$ cat src/rtl/npc_pkg.sv
package npc_pkg;

  typedef enum logic [1:0] {
    BK_NONE = 2'b00,
    BK_EQ   = 2'b01,
    BK_NE   = 2'b10,
    BK_RSVD = 2'b11
  } br_kind_e;

  function automatic logic cond_met(br_kind_e kind, logic eq);
    logic met;
    case (kind)
      BK_EQ:   met = eq;
      BK_NE:   met = ~eq;
      default: met = 1'b0;
    endcase
    return met;
  endfunction

endpackage

$ cat src/rtl/npc_seq_add.sv
module npc_seq_add #(
  parameter int ADDR_W = 32
) (
  input  logic [ADDR_W-1:0] pc_i,
  output logic [ADDR_W-1:0] seq_o
);
  localparam logic [ADDR_W-1:0] STEP = ADDR_W'(4);

  always_comb begin
    seq_o = pc_i + STEP;
  end
endmodule

$ cat src/rtl/npc_branch_calc.sv
module npc_branch_calc #(
  parameter int ADDR_W = 32,
  parameter int IMM_W  = 16
) (
  input  logic [ADDR_W-1:0] seq_i,
  input  logic [IMM_W-1:0]  imm_i,
  output logic [ADDR_W-1:0] tgt_o
);
  localparam int EXT_W = ADDR_W - IMM_W - 2;

  logic [ADDR_W-1:0] byte_off;

  always_comb begin
    byte_off = {{EXT_W{imm_i[IMM_W-1]}}, imm_i, 2'b00};
    tgt_o    = seq_i + byte_off;
  end
endmodule

$ cat src/rtl/npc_jump_calc.sv
module npc_jump_calc #(
  parameter int ADDR_W = 32,
  parameter int TGT_W  = 26
) (
  input  logic [ADDR_W-TGT_W-3:0] region_i,
  input  logic [TGT_W-1:0]        field_i,
  output logic [ADDR_W-1:0]       tgt_o
);
  always_comb begin
    tgt_o = {region_i, field_i, 2'b00};
  end
endmodule

$ cat src/rtl/npc_pick.sv
module npc_pick
  import npc_pkg::*;
#(
  parameter int ADDR_W = 32
) (
  input  logic [ADDR_W-1:0] seq_i,
  input  logic [ADDR_W-1:0] br_i,
  input  logic [ADDR_W-1:0] jmp_i,
  input  br_kind_e          kind_i,
  input  logic              eq_i,
  input  logic              jsel_i,
  output logic [ADDR_W-1:0] npc_o
);
  always_comb begin
    if (jsel_i) begin
      npc_o = jmp_i;
    end else if (cond_met(kind_i, eq_i)) begin
      npc_o = br_i;
    end else begin
      npc_o = seq_i;
    end
  end
endmodule

$ cat src/rtl/npc_sequencer.sv
module npc_sequencer
  import npc_pkg::*;
#(
  parameter int ADDR_W      = 32,
  parameter int IMM_W       = 16,
  parameter int TGT_W       = 26,
  parameter int SYNC_STAGES = 2
) (
  input  logic              clk,
  input  logic              rst_n,
  input  logic              adv_en,
  input  logic [IMM_W-1:0]  imm_off,
  input  logic [TGT_W-1:0]  jmp_field,
  input  logic [1:0]        br_kind,
  input  logic              jmp_sel,
  input  logic              ops_equal,
  output logic [ADDR_W-1:0] pc_q,
  output logic [ADDR_W-1:0] npc_o
);
  localparam int REGION_W = ADDR_W - TGT_W - 2;

  logic [SYNC_STAGES-1:0] rst_pipe;
  logic                   rst_ok;
  logic [ADDR_W-1:0]      seq_addr;
  logic [ADDR_W-1:0]      br_addr;
  logic [ADDR_W-1:0]      jmp_addr;
  logic [ADDR_W-1:0]      pc_d;
  br_kind_e               kind;

  generate
    for (genvar s = 0; s < SYNC_STAGES; s++) begin : g_rsync
      if (s == 0) begin : g_first
        always_ff @(posedge clk or negedge rst_n) begin
          if (!rst_n) rst_pipe[s] <= 1'b0;
          else        rst_pipe[s] <= 1'b1;
        end
      end else begin : g_rest
        always_ff @(posedge clk or negedge rst_n) begin
          if (!rst_n) rst_pipe[s] <= 1'b0;
          else        rst_pipe[s] <= rst_pipe[s-1];
        end
      end
    end
  endgenerate

  assign rst_ok = rst_pipe[SYNC_STAGES-1];
  assign kind   = br_kind_e'(br_kind);

  npc_seq_add #(.ADDR_W(ADDR_W)) u_seq (
    .pc_i  (pc_q),
    .seq_o (seq_addr)
  );

  npc_branch_calc #(.ADDR_W(ADDR_W), .IMM_W(IMM_W)) u_br (
    .seq_i (seq_addr),
    .imm_i (imm_off),
    .tgt_o (br_addr)
  );

  npc_jump_calc #(.ADDR_W(ADDR_W), .TGT_W(TGT_W)) u_jmp (
    .region_i (pc_q[ADDR_W-1 -: REGION_W]),
    .field_i  (jmp_field),
    .tgt_o    (jmp_addr)
  );

  npc_pick #(.ADDR_W(ADDR_W)) u_pick (
    .seq_i  (seq_addr),
    .br_i   (br_addr),
    .jmp_i  (jmp_addr),
    .kind_i (kind),
    .eq_i   (ops_equal),
    .jsel_i (jmp_sel),
    .npc_o  (npc_o)
  );

  always_comb begin
    pc_d = pc_q;
    if (adv_en && rst_ok) pc_d = npc_o;
  end

  always_ff @(posedge clk or negedge rst_ok) begin
    if (!rst_ok) pc_q <= '0;
    else         pc_q <= pc_d;
  end


  pc_align_chk: assert property (@(posedge clk) disable iff (!rst_ok)
    pc_q[1:0] == 2'b00);


  pc_load_chk: assert property (@(posedge clk) disable iff (!rst_ok)
    adv_en |=> pc_q == $past(npc_o));


  pc_hold_chk: assert property (@(posedge clk) disable iff (!rst_ok)
    !adv_en |=> $stable(pc_q));


  jump_region_chk: assert property (@(posedge clk) disable iff (!rst_ok)
    jmp_sel |-> npc_o[ADDR_W-1 -: REGION_W] == pc_q[ADDR_W-1 -: REGION_W]);


  jump_prio_chk: assert property (@(posedge clk) disable iff (!rst_ok)
    jmp_sel |-> npc_o[TGT_W+1:0] == {jmp_field, 2'b00});


  seq_flow_chk: assert property (@(posedge clk) disable iff (!rst_ok)
    (!jmp_sel && br_kind == 2'b00) |-> npc_o == pc_q + ADDR_W'(4));

endmodule

$ cat config.mk
export PLATFORM = sky130hd
export DESIGN_NAME = npc_sequencer
export DESIGN_NICKNAME = d
export VERILOG_FILES = /design/src/rtl/npc_pkg.sv /design/src/rtl/npc_seq_add.sv /design/src/rtl/npc_branch_calc.sv /design/src/rtl/npc_jump_calc.sv /design/src/rtl/npc_pick.sv /design/src/rtl/npc_sequencer.sv
export SDC_FILE = /design/constraint.sdc
export NUM_CORES = 1
export LEC_CHECK = 0
export BUFFER_PORTS_ARGS = -buffer_cell sky130_fd_sc_hd__buf_2
export CORE_MARGIN = 1.5
export CORE_UTILIZATION = 35
export CTS_CLUSTER_SIZE = 12
export DETAILED_ROUTE_END_ITERATION = 10
export PLACE_DENSITY = 0.59
export SLEW_MARGIN = 20
export SYNTH_ARGS = -nofsm -noshare
export SYNTH_HDL_FRONTEND = slang
export SYNTH_HIERARCHICAL = 1
export SYNTH_SLANG_ARGS = --single-unit
$ cat constraint.sdc
create_clock -name clk -period 3.6 [get_ports clk]
set_clock_uncertainty 0.15 [all_clocks]
set_input_delay 0.54 -clock clk [delete_from_list [all_inputs] [get_ports clk]]
set_output_delay 0.54 -clock clk [all_outputs]
set_load 0.05 [all_outputs]
# --- Yosys cells after proc, flatten, opt, wreduce, memory -nomap -nowiden ---
# Cells that the tools add are included.
totals:
  output_inout_bits: 64
  inputBits: 49
  regBits: 34
op_classes:
  muxes: 4
  eq_ne: 2
  reduce_logical: 1
  bitwise: 1
  n_addsub: 2
ops:
  columns: ["cell", "count"]
  rows:
  - ["32-bit two-way mux", 2]
  - ["32-bit by 3-bit adder with 32-bit output (second input constant)", 1]
  - ["32-bit adder", 1]
  - ["2-bit by 1-bit equality test with 1-bit output (second input constant)", 1]
  - ["2-bit equality test (second input constant)", 1]
  - ["1-bit one-hot mux with 2 select lines", 1]
  - ["1-bit logical AND", 1]
  - ["1-bit two-way mux", 1]
  - ["1-bit NOT", 1]

# --- Longest topological paths before layout ---
# Gate-level depths: netlist (run 1).
depth:
  word_depth: 5
  ltp_mapped: 17
  depth_no_buf: 16

# --- By module ---
# The synthesis (run 1) kept the hierarchy.
by_module_without_submodules:
  columns: ["mod", "instances", "seq_area_each_um2", "cells_each", "area_per_inst_um2"]
  rows:
  - ["npc_branch_calc", 1, 0.0, 226, 1660.3]
  - ["npc_sequencer", 1, 850.8, 71, 1398.8]
  - ["npc_pick", 1, 0.0, 151, 932.1]
  - ["npc_seq_add", 1, 0.0, 83, 580.6]
  - ["npc_jump_calc", 1, 0.0, 33, 244.0]

# --- Least setup slack after synthesis (run 1) ---
# OpenSTA, ideal clock, no wires.
synth_path:
  path_kind: "register to output"
  start: "register pc_q[2]"
  end: "output port npc_o[31]"
  path_buffers: 0
  t_arrival_ns: 5.205
  path_slack_ns: -2.295
  stages_incl_launch_ff: 15
  t_required_ns: 2.910
  cell_sequence: "dfrtp_1 ha_1 nand3_1 nor4_4 nand2_1 xnor2_1 ha_1 a21oi_1 nor3b_1 a22o_1 nand2_1 a2111oi_0 nand3b_1 inv_1 o311ai_0"
synth_via:
  elab_chain_len: 4
synth_rtl:
  columns: ["element", "line_no", "text"]
  rows:
  - ["from (decl)", "npc_sequencer.sv:17", "output logic [ADDR_W-1:0] pc_q,"]
  - ["from (signal assigned)", "npc_sequencer.sv:83", "else pc_q <= pc_d;"]
  - ["32-bit by 3-bit adder with 32-bit output", "npc_seq_add.sv:10", "seq_o = pc_i + STEP;"]
  - ["net seq_addr[22]", "npc_sequencer.sv:24", "logic [ADDR_W-1:0] seq_addr;"]
  - ["32-bit adder", "npc_branch_calc.sv:15", "tgt_o = seq_i + byte_off;"]
  - ["net br_addr[31]", "npc_sequencer.sv:25", "logic [ADDR_W-1:0] br_addr;"]
  - ["32-bit two-way mux", "npc_pick.sv:17", "end else if (cond_met(kind_i, eq_i)) begin"]
  - ["32-bit two-way mux", "npc_pick.sv:15", "if (jsel_i) begin"]
  - ["to (decl)", "npc_sequencer.sv:18", "output logic [ADDR_W-1:0] npc_o"]
# The timed path passes the listed nets, and every way through them passes these cells.

# --- Final worst setup path (run 1) ---
layout_path:
  start: "register pc_q[2]"
  end: "output port npc_o[28]"
# The elaborated chain is that of the path after synthesis.

==> impl_results.md, run 1 <==
- Overflow after GRT: 0
- Req. time, crit path: between 2 and 3 ns
- Gr usage total: 0.246
- Worst hold margin: 0.200 ns
- CTS root buffer: clkbuf_16
- Failing checks: setup timing
- DIE WIDTH: 120 um
- HPWL after DPL: 13,000 um
- Post-Place Setup Slack: -0.735 ns
- Vias in the first global route: 5,550
- TritonCTS clock tree: done
- Total iterations of the first detailed-routing run: 4
- Clock group share of total power: 0.067
- Crit path kind: reg2out
- Clk Latency, worst-skew pair: 0.31 ns
- Endpoints failing setup: 34
- DRC: 0
- Outcome: finished with violations
- Critical Path Fanout Max: 7
- Drt wl/cell: 18.8 um
- Crit-path most repeated cell: buf_6
- Cts bufs inserted: 5
- Comb pwr share: 0.835
- Die area: 0.0145 sq mm
- Initial antenna violation count: 0
- Post-synth EDFFs: 0
- Max incr delay on CP: about 0.4 ns
- Flops & latches, synth: 34
- Worst Hold Depth: 0
- Final core occ: 0.662
- Placed cell count: between 900 and 1,000
- Avg Inst Size Synth: 8.54 sq um
- Internal cell power: 3.36 mW
- Global-route wire length before repair: 28,300 um
- Post-synth top flop: dfrtp_1
- Synth area leader: dfrtp_1
- Min-Delay Path Class: reg2reg
- Antenna Nets Post-Route: 0
- Leakage: 4.15 nW
- Final Critical Period: about 4.5 ns
- Port buffer count: between 100 and 150
- Critical path cell sequence: nand4_1 -> buf_4 -> nor4_4 -> buf_6 -> nand2_4 -> xnor2_4 -> ha_4 -> a21oi_2 -> inv_1 -> a31oi_4 -> o221a_2 -> o21ai_2 -> o21ba_4 -> xnor2_2 -> inv_2 -> o311ai_4 -> buf_6
- H-tree Lvls: 2
- Max Fclk: 224 MHz
- Drt via density: 5.34
- Finished Layout Cells: 1,015
- Max_cap viols: 0
- Worst slew pin tran: 0.903 ns
- Critical path startpoint category: flip-flop
- Synthesized cell area: 0.00482 sq mm
- N_diodes: 0
- Slew margin rel.: 0.398
- NetSw: 3.30 mW
- # clock sinks: 34
- Worst reg2reg path depth: 18
- Fin. max-slew vios: 0
- Synth area leaders: dfrtp_1 (18%), mux2_4 (9.4%), ha_1 (7.8%)
- Slowest-stage cell, CP: dfrtp_2
- Post-synth top cells: nand2_1 (67), inv_1 (43), xnor2_1 (39)
- Nets@finish: 918
- CTS clk-pin slew, worst paths: 0.06 ns
- Layout cells sized above 1: 0.691
- RSZ-0062 raised after global routing: yes
- WP data arrival: 3.78 ns
- Placeable Area: ~0.013 sq mm
- Net Sw Frac: 0.495
- Total Routed Length: 19,000 um
- Final GP Congestion: ~0.95
- Final setup margin: -0.870 ns
- Maximum vdd drop: approximately 0.00054 V
- Top cell type's share of synthesized area: 0.177
- Die height: 120 um
- Site Rows: 42
- Synth warn: 6
- I/O Pins: 113
- Period utilization: 1.24
- Syn Inst Count: 564
- Most numerous cell in the Yosys netlist: nand2_1
- Power density over the cells: between 700 and 800 mW/mm^2
- Post-synth ARST share: 1.00
- Initial core utilization: 0.361
- Via Count: between 5,000 and 6,000
- Largest net degree at the start of global routing: 33
- Sequential fraction of the synthesis area: 0.177
- Final hold violation count: 0
- Sequential power share: 0.098
- CTS Buffer Depth: 2
- CP endpoint kind: output pin
- DRT iter0 DRCs: 202
- Area grow syn2layout: 83.5%
- Distinct cells, synth: 70
sequential cells by signal (all words and copies together), names as in the netlist:
name,cells
pc_q,32
rst_pipe,1
rst_ok,1
what timing repair did:
action	in CTS	in global routing
setup buffers	15	45
endpoints found under the setup margin	37	40
resized for setup	112	150
hold buffers	1	0
cloned	0	0
hold endpoints to repair	2	0
pin swaps	40	93
metal layers:
layer | share of wire | GRT usage | vias up
met5 | 0 | 0 | -
met4 | 0.018 | 0.0654 | 0
met3 | 0.039 | 0.0330 | 22
met2 | 0.51 | 0.446 | 151
met1 | 0.43 | 0.304 | 2665
li1 | - | - | 2585
metrics by stage:
stage | power [mW] | cell area, sq um | TNS [ns]
3_5_place_dp | 4.90 | 7040 | -11.85
4_1_cts | 5.74 | 7740 | -13.90
3_3_place_gp | 4.84 | 7040 | -11.30
5_1_grt | 7.01 | 8840 | -20.83
6_report | 6.66 | 8840 | -16.15
2_1_floorplan | 3.52 | 5490 | -12.39
logic make-up (layout without fill, tap and decap cells):
family          after synthesis  count (layout)  share of synthesized area
fa+ha+maj                    31              31                     0.0821
compound gates              125             125                      0.201
simple gates                180             180                      0.216
xor+xnor                     54              54                     0.0982
buf+inv                     106             380                      0.126
other cells                   2               3                    0.00156
mux                          32              32                     0.0982
flops                        34              34                      0.177
final cells by class:
| type | count | area, sq um |
|---|---|---|
| tap | 176 | 220 |
| multi-input combinational | 425 | 4920 |
| clock inverter | 2 | 10.0 |
| timing repair buffer | 329 | 2530 |
| inverter | 43 | 161 |
| sequential | 34 | 871 |
| fill | 1045 | 4510 |
| clock buffer | 6 | 129 |
worst max-delay path: cells and delay by family, from the launching register on:
kind	cells	cell delay (ns)
compound gates	6	1.25
xor+xnor	2	0.31
fa+ha+maj	1	0.25
buf+inv	5	0.75
flops	1	0.40
simple gates	3	0.50
power groups by stage:
stage	clock, mW	combinational (mW)	sequential [mW]
final	0.445	5.56	0.652
after global routing	0.470	5.87	0.666
after CTS	0.453	4.64	0.644
after detailed placement	0	4.26	0.646
after global placement	0	4.21	0.636
after floorplan	0	2.40	1.12
placed cells by master (no fill, tap or decap), drive strengths merged, types with 4 or more instances in the layout:
cell | Yosys | routed
ha | 30 | 30
o21bai | 6 | 6
clkbuf | 17 | 6
nand4 | 16 | 16
nand2 | 68 | 68
o21ai | 17 | 17
xnor2 | 39 | 39
nor2b | 4 | 4
inv | 43 | 43
and3 | 5 | 5
dfrtp | 34 | 34
a21o | 7 | 7
o311ai | 32 | 32
nand3 | 11 | 11
nand4b | 34 | 34
buf | 46 | 328
nor2 | 21 | 21
mux2 | 32 | 32
a21oi | 34 | 34
o21a | 4 | 4
xor2 | 15 | 15
nor3 | 5 | 5
path summary, 6_finish.rpt:
check,from,endpoint,slack [ns]
worst max register to register,pc_q[2],pc_q[28],-0.17
worst min register to register,rst_pipe[0],rst_ok,0.20
min in group asynchronous,rst_ok,pc_q[0],0.25
worst max-delay path,pc_q[2],npc_o[28],-0.87
max in group asynchronous,rst_ok,pc_q[7],2.69
worst min-delay path,rst_pipe[0],rst_ok,0.20
(Power assumes the default switching activity.)
==> run 2: changes to the inputs <==
- HOLD_SLACK_MARGIN: not set -> 0.06
- PLACE_DENSITY: 0.59 -> 0.57
- clock period: 3.6 -> 4.8 ns (I/O delays scaled with it)
==> run 2 against run 1 <==
  * The flow now finishes without violations
  * Critical path depth unchanged
  * Clock power shrank 23%
  * Cell count is 15% lower
  * Clock-buffer cell count increased by 1
  * Critical endpoint is now npc_o[27]
  * Largest power group unchanged
==> impl_results.md, run 2 (synthesis gave the netlist of run 1 again) <==
- RSZ-0062 raised after global routing: yes (unchanged)
- Slowest-stage cell, CP: dfrtp_1 (was dfrtp_2)
- CP endpoint kind: output pin (unchanged)
- Post-layout instance area: 0.00648 sq mm (was 0.00884 sq mm)
- Site Rows: 42 (unchanged)
- Vias in the first global route: 4,639 (was 5,550)
- Drt via density: 5.61 (was 5.34)
- Overflow after GRT: 0 (unchanged)
- Net Sw Frac: 0.545 (was 0.495)
- HPWL after DPL: 11,800 um (was 13,000 um)
- # clock sinks: 34 (unchanged)
- Dpl cell area: 0.00575 sq mm (was 0.00704 sq mm)
- I/O Pins: 113 (unchanged)
- Total iterations of the first detailed-routing run: 5 (was 4)
- Fin. max-slew vios: 0 (unchanged)
- Period utilization: 0.985
- Largest net degree at the start of global routing: 97 (was 33)
- TritonCTS clock tree: done (unchanged)
- Crit Reg-Reg Startpoint: pc_q[3] (was pc_q[2])
- Power density over the cells: 577 mW/mm^2 (was 754 mW/mm^2)
- Max_cap viols: 0 (unchanged)
- Via Count: 4,827 (was 5,423)
- Setup_tns: 0 ns (was -16.15 ns)
- Clock group share of total power: 0.092 (was 0.067)
- Finished Layout Cells: 861 (was 1,015)
- Internal cell power: 1.70 mW (was 3.36 mW)
- Max reg flops: 32 (unchanged)
- DRT iter0 DRCs: 371 (was 202)
- Sequential power share: 0.137 (was 0.098)
- Total Routed Length: 16,600 um (was 19,000 um)
- CTS Buffer Depth: 2 (unchanged)
- Final core occ: 0.485 (was 0.662)
- N_diodes: 0 (unchanged)
- Final hold violation count: 0 (unchanged)
- Worst Setup SP: pc_q[3] (was pc_q[2])
- Port buffer count: 112 (unchanged)
- H-tree Lvls: 2 (unchanged)
- Die height: 120 um (unchanged)
- Slew margin rel.: 0.264 (was 0.398)
- Area grow syn2layout: 34.5% (was 83.5%)
- Maximum vdd drop: 0.000184 V (was 0.000539 V)
- Worst slew pin tran: 1.10 ns (was 0.903 ns)
- Cts bufs inserted: 5 (unchanged)
- Clk Latency, worst-skew pair: 0.29 ns (was 0.31 ns)
- Critical path cell sequence: ha_4 -> nand3_4 -> nor4_4 -> buf_12 -> nand2_1 -> xnor2_1 -> ha_1 -> buf_4 -> nand2_1 -> nor2_2 -> o2111ai_2 -> a21oi_2 -> a311oi_2 -> xnor2_1 -> inv_1 -> o311ai_4 -> buf_6 (was nand4_1 -> buf_4 -> nor4_4 -> buf_6 -> nand2_4 -> xnor2_4 -> ha_4 -> a21oi_2 -> inv_1 -> a31oi_4 -> o221a_2 -> o21ai_2 -> o21ba_4 -> xnor2_2 -> inv_2 -> o311ai_4 -> buf_6)
- Placeable Area: 0.0133 sq mm (unchanged)
- Commonest non-fill, non-tap cell in the layout: buf_2 (was buf_4)
- Antenna Nets Post-Route: 0 (unchanged)
- Max Fclk: ~210 MHz
- Comb pwr share: 0.772 (was 0.835)
- Drt wl/cell: 19.3 um (was 18.8 um)
- Placed cell count: 838 (was 951)
- CTS root buffer: clkbuf_16 (unchanged)
- NetSw: 2.04 mW (was 3.30 mW)
- WP data arrival: 3.86 ns (was 3.78 ns)
- Initial core utilization: 0.361 (unchanged)
- Die area: 0.0145 sq mm (unchanged)
- Nets@finish: 764 (was 918)
- DRC: 0 (unchanged)
- Req. time, crit path: 3.93 ns (was 2.91 ns)
- Final GP Congestion: 0.935 (was 0.953)
- Worst reg2reg path depth: 17 (was 18)
- Critical Path Fanout Max: 8 (was 7)
- Leakage: 3.00 nW (was 4.15 nW)
- Crit path kind: reg2out (unchanged)
- DIE WIDTH: 120 um (unchanged)
- Critical path startpoint category: flip-flop (unchanged)
- Layout cells sized above 1: 0.457 (was 0.691)
- Max incr delay on CP: 0.42 ns (was 0.40 ns)
- CTS clk-pin slew, worst paths: 0.06 ns (about the same)
- Largest reg by FF count: pc_q (unchanged)
- Min-Delay Path Class: reg2async (was reg2reg)
- Endpoints failing setup: 0 (was 34)
- Outcome: finished, final reports clean (was finished with violations)
- Reg2Reg Setup Slack: 1.02 ns (was -0.17 ns)
- Worst hold margin: 0.161 ns (was 0.200 ns)
- Global-route wire length before repair: 25,400 um (was 28,300 um)
- Reg-to-reg endpoint: pc_q[27] (was pc_q[28])
- Initial antenna violation count: 0 (unchanged)
- Commonest non-fill, non-tap cells in the layout: buf_2 (97), nand2_1 (65), buf_4 (62) (was buf_4 (178), buf_2 (84), buf_6 (64))
- Gr usage total: 0.221 (was 0.246)
- Final Critical Period: 4.73 ns
[run 2: per-stage QoR]
stage	worst slack, ns	total power [mW]
CTS	0.000311	3.47
global placement	0.0609	3.02
finish	0.0743	3.74
global route	-0.0949	3.93
floorplan	-0.182	2.43
detailed placement	0.0495	3.05
[run 2: power groups by stage]
stage	clock network [mW]	registers [mW]	logic, mW
2_1_floorplan	0	0.816	1.61
6_report	0.344	0.510	2.88
3_3_place_gp	0	0.489	2.53
5_1_grt	0.363	0.523	3.05
3_5_place_dp	0	0.496	2.55
4_1_cts	0.350	0.496	2.63
[run 2: layout make-up]
cell class	count	area, sq um
fill	1298	6870
multi-input combinational	425	3960
timing repair buffer	175	1130
sequential	34	855
tap	176	220
inverter	43	161
clock buffer	7	143
clock inverter	1	5.00
[run 2: metal layers]
layer | global-route usage | wire length [um] | vias up
met4 | 0.0632 | 287 | 0
met1 | 0.317 | 7800 | 2372
met2 | 0.348 | 7750 | 160
met3 | 0.0278 | 804 | 19
met5 | 0 | 0 | -
li1 | - | - | 2276
[run 2: how the worst max path moves through the flow]
stage | end | slack (ns)
3_3_place_gp | npc_o[25] | 0.06
2_1_floorplan | npc_o[31] | -0.18
6_report | npc_o[27] | 0.07
4_1_cts | npc_o[30] | 0.0003
5_1_grt | npc_o[28] | -0.09
3_5_place_dp | npc_o[25] | 0.05
[run 2: repair_timing]
item | 4_1_cts | 5_1_grt
gates resized for setup | 23 | 88
hold buffers | 1 | 0
setup buffers | 2 | 12
endpoints found under the hold margin | 2 | 0
pin swaps | 4 | 29
setup endpoints to repair | 14 | 17
[run 2: critical path: cells and delay by family (launching register included)]
| kind | cells | cell delay [ns] |
|---|---|---|
| compound gates | 4 | 0.86 |
| simple gates | 5 | 0.81 |
| buf+inv | 4 | 0.62 |
| fa+ha+maj | 2 | 0.50 |
| flops | 1 | 0.42 |
| xor+xnor | 2 | 0.34 |
